[src/rtl/lmi_pkg.sv]
package lmi_pkg;
  typedef struct packed {
    logic loadMask;
    logic newI;
    logic newUI;
    logic clrNmi;
    logic clrBrk;
  } strobe_t;
endpackage

[src/rtl/lmi_arbiter.sv]
module lmi_arbiter #(
  parameter int NSRC = 8,
  parameter int IDXW = $clog2(NSRC + 2)
) (
  input  logic [NSRC-1:0] pend,
  input  logic [NSRC-1:0] en,
  input  logic [NSRC-1:0] lvl,
  input  logic            nmiPend,
  input  logic            brkPend,
  input  logic            iBit,
  input  logic            uiBit,
  output logic            winValid,
  output logic [IDXW-1:0] winIdx
);
  logic [NSRC-1:0] okLow, okHigh;
  logic            anyLow, anyHigh;
  logic [IDXW-1:0] idxLow, idxHigh;

  assign okLow  = pend & en & ~lvl & {NSRC{~iBit}};
  assign okHigh = pend & en &  lvl & {NSRC{~(iBit & uiBit)}};

  // descending scan: lowest-numbered eligible source ends up selected
  always_comb begin
    anyLow  = 1'b0;
    anyHigh = 1'b0;
    idxLow  = '0;
    idxHigh = '0;
    for (int k = NSRC - 1; k >= 0; k--) begin
      if (okLow[k]) begin
        anyLow = 1'b1;
        idxLow = IDXW'(k + 2);
      end
      if (okHigh[k]) begin
        anyHigh = 1'b1;
        idxHigh = IDXW'(k + 2);
      end
    end
  end

  always_comb begin
    winValid = 1'b1;
    if (nmiPend)      winIdx = '0;
    else if (anyHigh) winIdx = idxHigh;
    else if (brkPend) winIdx = IDXW'(1);
    else if (anyLow)  winIdx = idxLow;
    else begin
      winValid = 1'b0;
      winIdx   = '0;
    end
  end
endmodule

[src/rtl/lmi_ctrl.sv]
module lmi_ctrl
  import lmi_pkg::*;
#(
  parameter int NSRC = 8,
  parameter int IDXW = $clog2(NSRC + 2)
) (
  input  logic            ack,
  input  logic            irqValid,
  input  logic [IDXW-1:0] irqIndex,
  input  logic            maskWr,
  input  logic            maskWrI,
  input  logic            maskWrUI,
  input  logic [NSRC-1:0] srcEdge,
  output strobe_t         stb,
  output logic [NSRC-1:0] clrSrc
);
  logic take;
  assign take = ack & irqValid;

  always_comb begin
    stb.loadMask = take | maskWr;
    stb.newI     = take | maskWrI;
    stb.newUI    = take | maskWrUI;
    stb.clrNmi   = take && (irqIndex == IDXW'(0));
    stb.clrBrk   = take && (irqIndex == IDXW'(1));
  end

  for (genvar k = 0; k < NSRC; k++) begin : g_clr
    assign clrSrc[k] = take && srcEdge[k] && (irqIndex == IDXW'(k + 2));
  end
endmodule

[src/rtl/lmi_datapath.sv]
module lmi_datapath
  import lmi_pkg::*;
#(
  parameter int NSRC = 8,
  parameter int IDXW = $clog2(NSRC + 2)
) (
  input  logic            clk,
  input  logic            rstN,
  input  logic [NSRC-1:0] srcReq,
  input  logic [NSRC-1:0] srcEdge,
  input  logic            nmiIn,
  input  logic            brkIn,
  input  strobe_t         stb,
  input  logic [NSRC-1:0] clrSrc,
  input  logic            winValid,
  input  logic [IDXW-1:0] winIdx,
  output logic [NSRC-1:0] pendNext,
  output logic            nmiNext,
  output logic            brkNext,
  output logic            iNext,
  output logic            uiNext,
  output logic            irqValid,
  output logic [IDXW-1:0] irqIndex,
  output logic            maskI,
  output logic            maskUI
);
  logic [NSRC-1:0] reqQ, edgePend, edgeNext;
  logic            nmiQ, brkQ, nmiPend, brkPend;

  assign edgeNext = (edgePend & ~clrSrc) | (srcReq & ~reqQ);
  assign pendNext = (srcEdge & edgeNext) | (~srcEdge & srcReq);
  assign nmiNext  = (nmiPend & ~stb.clrNmi) | (nmiIn & ~nmiQ);
  assign brkNext  = (brkPend & ~stb.clrBrk) | (brkIn & ~brkQ);
  assign iNext    = stb.loadMask ? stb.newI  : maskI;
  assign uiNext   = stb.loadMask ? stb.newUI : maskUI;

  always_ff @(posedge clk or negedge rstN) begin
    if (!rstN) begin
      reqQ     <= '0;
      edgePend <= '0;
      nmiQ     <= 1'b0;
      brkQ     <= 1'b0;
      nmiPend  <= 1'b0;
      brkPend  <= 1'b0;
      maskI    <= 1'b1;
      maskUI   <= 1'b1;
      irqValid <= 1'b0;
      irqIndex <= '0;
    end else begin
      reqQ     <= srcReq;
      edgePend <= edgeNext & srcEdge;
      nmiQ     <= nmiIn;
      brkQ     <= brkIn;
      nmiPend  <= nmiNext;
      brkPend  <= brkNext;
      maskI    <= iNext;
      maskUI   <= uiNext;
      irqValid <= winValid;
      irqIndex <= winIdx;
    end
  end

  // a latched non-maskable request is always the one presented
  p_nmi_first_r4: assert property (@(posedge clk) disable iff (!rstN)
    nmiPend |-> (irqValid && irqIndex == IDXW'(0)));

  // latched unmaskable requests persist until acknowledged
  p_nmi_hold_r11: assert property (@(posedge clk) disable iff (!rstN)
    (nmiPend && !stb.clrNmi) |=> nmiPend);
  p_brk_hold_r11: assert property (@(posedge clk) disable iff (!rstN)
    (brkPend && !stb.clrBrk) |=> brkPend);
endmodule

[src/rtl/lvl_mask_intc.sv]
module lvl_mask_intc
  import lmi_pkg::*;
#(
  parameter int NSRC = 8,
  parameter int IDXW = $clog2(NSRC + 2),
  localparam int SRCW = $clog2(NSRC)
) (
  input  logic            clk,
  input  logic            rstN,
  input  logic [NSRC-1:0] srcReq,
  input  logic [NSRC-1:0] srcEdge,
  input  logic [NSRC-1:0] srcEn,
  input  logic [NSRC-1:0] srcLvl,
  input  logic            nmiIn,
  input  logic            brkIn,
  input  logic            maskWr,
  input  logic            maskWrI,
  input  logic            maskWrUI,
  input  logic            ack,
  output logic            irqValid,
  output logic [IDXW-1:0] irqIndex,
  output logic            maskI,
  output logic            maskUI
);
  strobe_t         stb;
  logic [NSRC-1:0] clrSrc, pendNext;
  logic            nmiNext, brkNext, iNext, uiNext, winValid;
  logic [IDXW-1:0] winIdx;
  logic [SRCW-1:0] winSrc;

  lmi_ctrl #(.NSRC(NSRC), .IDXW(IDXW)) u_ctrl (
    .ack(ack), .irqValid(irqValid), .irqIndex(irqIndex),
    .maskWr(maskWr), .maskWrI(maskWrI), .maskWrUI(maskWrUI),
    .srcEdge(srcEdge), .stb(stb), .clrSrc(clrSrc));

  lmi_datapath #(.NSRC(NSRC), .IDXW(IDXW)) u_dp (
    .clk(clk), .rstN(rstN), .srcReq(srcReq), .srcEdge(srcEdge),
    .nmiIn(nmiIn), .brkIn(brkIn), .stb(stb), .clrSrc(clrSrc),
    .winValid(winValid), .winIdx(winIdx), .pendNext(pendNext),
    .nmiNext(nmiNext), .brkNext(brkNext), .iNext(iNext), .uiNext(uiNext),
    .irqValid(irqValid), .irqIndex(irqIndex), .maskI(maskI), .maskUI(maskUI));

  lmi_arbiter #(.NSRC(NSRC), .IDXW(IDXW)) u_arb (
    .pend(pendNext), .en(srcEn), .lvl(srcLvl), .nmiPend(nmiNext),
    .brkPend(brkNext), .iBit(iNext), .uiBit(uiNext),
    .winValid(winValid), .winIdx(winIdx));

  assign winSrc = SRCW'(winIdx - IDXW'(2));

  // a level-0 winner only under an open I bit
  p_lvl0_gate_r2: assert property (@(posedge clk) disable iff (!rstN)
    (winValid && winIdx >= IDXW'(2) && !srcLvl[winSrc]) |-> !iNext);
  // a level-1 winner never with both mask bits set
  p_lvl1_gate_r3: assert property (@(posedge clk) disable iff (!rstN)
    (winValid && winIdx >= IDXW'(2) && srcLvl[winSrc]) |-> !(iNext && uiNext));
  // disabled sources never win
  p_enabled_win_r5: assert property (@(posedge clk) disable iff (!rstN)
    (winValid && winIdx >= IDXW'(2)) |-> srcEn[winSrc]);
  // acceptance closes both masks
  p_ack_masks_r7: assert property (@(posedge clk) disable iff (!rstN)
    (ack && irqValid) |=> (maskI && maskUI));
  // an ack with nothing presented leaves the masks alone
  p_idle_ack_r9: assert property (@(posedge clk) disable iff (!rstN)
    (ack && !irqValid && !maskWr) |=> ($stable(maskI) && $stable(maskUI)));
endmodule

[config.mk]
export PLATFORM = sky130hd
export DESIGN_NAME = lvl_mask_intc
export DESIGN_NICKNAME = d
export VERILOG_FILES = /design/src/rtl/lmi_pkg.sv /design/src/rtl/lmi_arbiter.sv /design/src/rtl/lmi_ctrl.sv /design/src/rtl/lmi_datapath.sv /design/src/rtl/lvl_mask_intc.sv
export SDC_FILE = /design/constraint.sdc
export NUM_CORES = 1
export LEC_CHECK = 0
export BUFFER_PORTS_ARGS = -buffer_cell sky130_fd_sc_hd__buf_2
export CELL_PAD_IN_SITES_DETAIL_PLACEMENT = 0
export CELL_PAD_IN_SITES_GLOBAL_PLACEMENT = 2
export CORE_MARGIN = 2
export CORE_UTILIZATION = 32
export CTS_BUF_LIST = sky130_fd_sc_hd__clkbuf_8
export CTS_CLUSTER_DIAMETER = 100
export DETAILED_ROUTE_END_ITERATION = 10
export PLACE_DENSITY = 0.82
export SLEW_MARGIN = 20
export SYNTH_ARGS = -nofsm -noshare
export SYNTH_HDL_FRONTEND = slang
export SYNTH_SLANG_ARGS = --single-unit
[constraint.sdc]
create_clock -name clk -period 6.3 [get_ports clk]
set_input_delay 1.26 -clock clk [delete_from_list [all_inputs] [get_ports clk]]
set_output_delay 1.26 -clock clk [all_outputs]
set_load 0.01 [all_outputs]
==> results_dict.tcl <==
set metrics [dict create \
    status "complete, no violations" \
    slew_violations 0 \
    synth_compound_area_share_pct 35.7 \
    wl_per_cell_um 15.4 \
    overflow 0 \
    numCtsBuffers 3 \
    slowest_stage "a2111oi_4" \
    viasPerCell 5.34 \
    track_usage_pct 16.1 \
    slowest_delay_ns 0.48 \
    synth.distinct_cells 50 \
    total_power_uw 454 \
    cts.sink_count 27 \
    netlist.top_cell.by_area "dfrtp_1" \
    synth_top_family_by_area "compound AO/OA/AOI/OAI gates" \
    vias 1447 \
    clk_pin_slew_ns 0.10 \
    drive_above_1_share_pct 31.4 \
    final_antenna_net_count 0 \
    dieArea_um2 5550 \
    ctsHoldBuffers 0 \
    io_buffers 46 \
    synth_edf_count 0 \
    power.density_nw_per_um2 233 \
    worst_ep_required_time_ns 6.49 \
    design.core.area_um2 4750 \
    synth_fa_ha_area_share_pct 0 \
    tritoncts "yes" \
    fin_crit_sh_pct 45.8 \
    multi_input_area_um2 870 \
    synth_nets 194 \
    syn_inst 154 \
    final_nets 245 \
    clock_skew_ns 0.00436 \
    synth_mux_area_share_pct 1.26 \
    clk_latency_ns 0.28 \
    diodes 0 \
    worst_slack_ns 3.41 \
    crit_type "input pin to flop" \
    rsz0062_at_grt "no" \
    dpl.hpwl_um 3360 \
    crit_family "compound AO/OA/AOI/OAI gates" \
    cts_post_setup_buffers_inserted 0 \
    ys_seq_area_share_pct 42.7 \
    max_slew.worst_pin.slew_ns 0.695 \
    synth_xor_area_share_pct 0 \
    fp.dieH_um 74.5 \
    cts_buffer_depth 2 \
    post-route-min-period_ns 2.89 \
    cts_resized 0 \
    drtPass1Iterations 4 \
    pre_cts_slack_ns 3.09 \
    area_delta_synth_final_pct 22.8 \
    yosys.area_share.simple_pct 17.7 \
    whs_ns 0.538 \
    start_util_pct 33.4 \
    grt_pass1_wl_um 6760 \
    ys_ff_latch 27 \
    syn_area_um2 1590 \
    die_w_um 74.5 \
    hp-class "flop to flop" \
    yosysTopAreaCellShare_pct 39.4 \
    worstSetupStartpointType "input pin" \
    path_cells "buf_2, nand4b_4, a2111oi_4, nor3_2, o41ai_4, o2111ai_1, o32ai_1" \
    grt_max_degree 28 \
    drc 0 \
    wl_um 4180 \
    cts_htree_levels 1 \
    drtIter0Drc 51 \
    synth_warnings 0 \
    final_common_cell "buf_2" \
    synth.area.top_cells "dfrtp_1, o21ai_0, dfstp_2" \
    hold_violations 0 \
    cp-end-kind "flop" \
    slew_headroom_pct 53.4 \
    grt_pass1_vias 1482 \
    io-pin-count 47 \
    leakage_uw 0.000832 \
    antenna_found_initial 0 \
    place_congestion 0.887 \
    critPathMaxFanout 6 \
    fillers 509 \
    ys.flop_type "dfrtp_1" \
    final_cell_mix "buf_2, dfrtp_1, o21ai_0" \
    async_flop_share_pct 100 \
    vdd_drop_max_v 0.0000777 \
    fmax_ghz 0.346 \
    cts-root-buf "clkbuf_8" \
    syn_area_per_cell_um2 10.3 \
    setup_violations 0 \
    seq_area_um2 678 \
    cp_num_buf_inv 1 \
    setup_tns_ns 0 \
    cap_violations 0 \
    num_rows 25 \
    crit_arrival_ns 3.08 \
]
-- state kept, by name (all words and copies together) (netlist names) --
register       flops
u_dp.edgePend      8
u_dp.reqQ          8
u_dp.irqIndex      4
u_dp.brkPend       1
u_dp.brkQ          1
u_dp.irqValid      1
u_dp.maskI         1
u_dp.maskUI        1
u_dp.nmiPend       1
u_dp.nmiQ          1
-- worst paths after layout --
check | from | slack (ns) | end | cells after the start
worst min-delay path | u_dp.reqQ[2] | 0.54 | u_dp.edgePend[2] | 2
worst max register to register | u_dp.irqIndex[1] | 4.03 | u_dp.irqIndex[0] | 6
worst max-delay path | ack | 3.41 | u_dp.irqIndex[0] | 7
max in group asynchronous | rstN | 4.91 | u_dp.edgePend[5] | 1
min in group asynchronous | rstN | 0.98 | u_dp.brkQ | 1
worst min register to register | u_dp.reqQ[2] | 0.54 | u_dp.edgePend[2] | 2
-- layer usage --
| layer | part of all wire [%] | vias to the layer above | global-route usage, % |
|---|---|---|---|
| met2 | 48 | 49 | 26.7 |
| met1 | 46 | 684 | 21.1 |
| met5 | 0 | - | 0 |
| met4 | 1.6 | 0 | 6.35 |
| met3 | 4.9 | 7 | 2.44 |
| li1 | - | 707 | - |
-- synthesized netlist by cell type (all sizes together), types with 3 or more instances --
cell type,count
dfrtp,25
o21ai,21
inv,11
nand2,8
a21boi,7
nand2b,7
o21a,7
or3,5
a2111oi,4
a21oi,4
a311o,4
a311oi,4
nor2,4
nor3,4
nor2b,3
-- power breakdown --
group	internal (uW)	switching [uW]
registers	194	17.3
clock network	45.1	61.5
logic	57.1	79.3
-- worst register-to-register path, cell delays in order (launching register included) --
cell and delay, ns:
dfrtp_1 0.48, nand2b_1 0.25, o21ai_1 0.33, a31oi_1 0.22, o41ai_4 0.42, o2111ai_1 0.19, o32ai_1 0.29
-- cell type report --
type	instances	share of cell area, %
sequential	27	34.7
inverter	11	2.12
multi-input combinational	116	44.6
timing repair buffer	46	11.8
clock buffer	3	2.12
clock inverter	1	0.385
tap	67	4.29
-- kinds of logic (layout without fill, tap and decap cells) --
| family | Yosys count | in the layout |
|---|---|---|
| AO/OA/AOI/OAI | 71 | 71 |
| AND/OR/NAND/NOR | 43 | 43 |
| flip-flops | 27 | 27 |
| buffers and inverters | 11 | 61 |
| multiplexers | 2 | 2 |
-- stage by stage --
stage	utilization, %	cells	area (um2)
6_report	41.1	271	1950
5_1_grt	41.1	271	1950
4_1_cts	41.1	271	1950
3_5_place_dp	40.0	267	1900
3_3_place_gp	40.0	267	1900
2_1_floorplan	-	154	1590
Note: power is estimated with default switching activity, not from simulation.
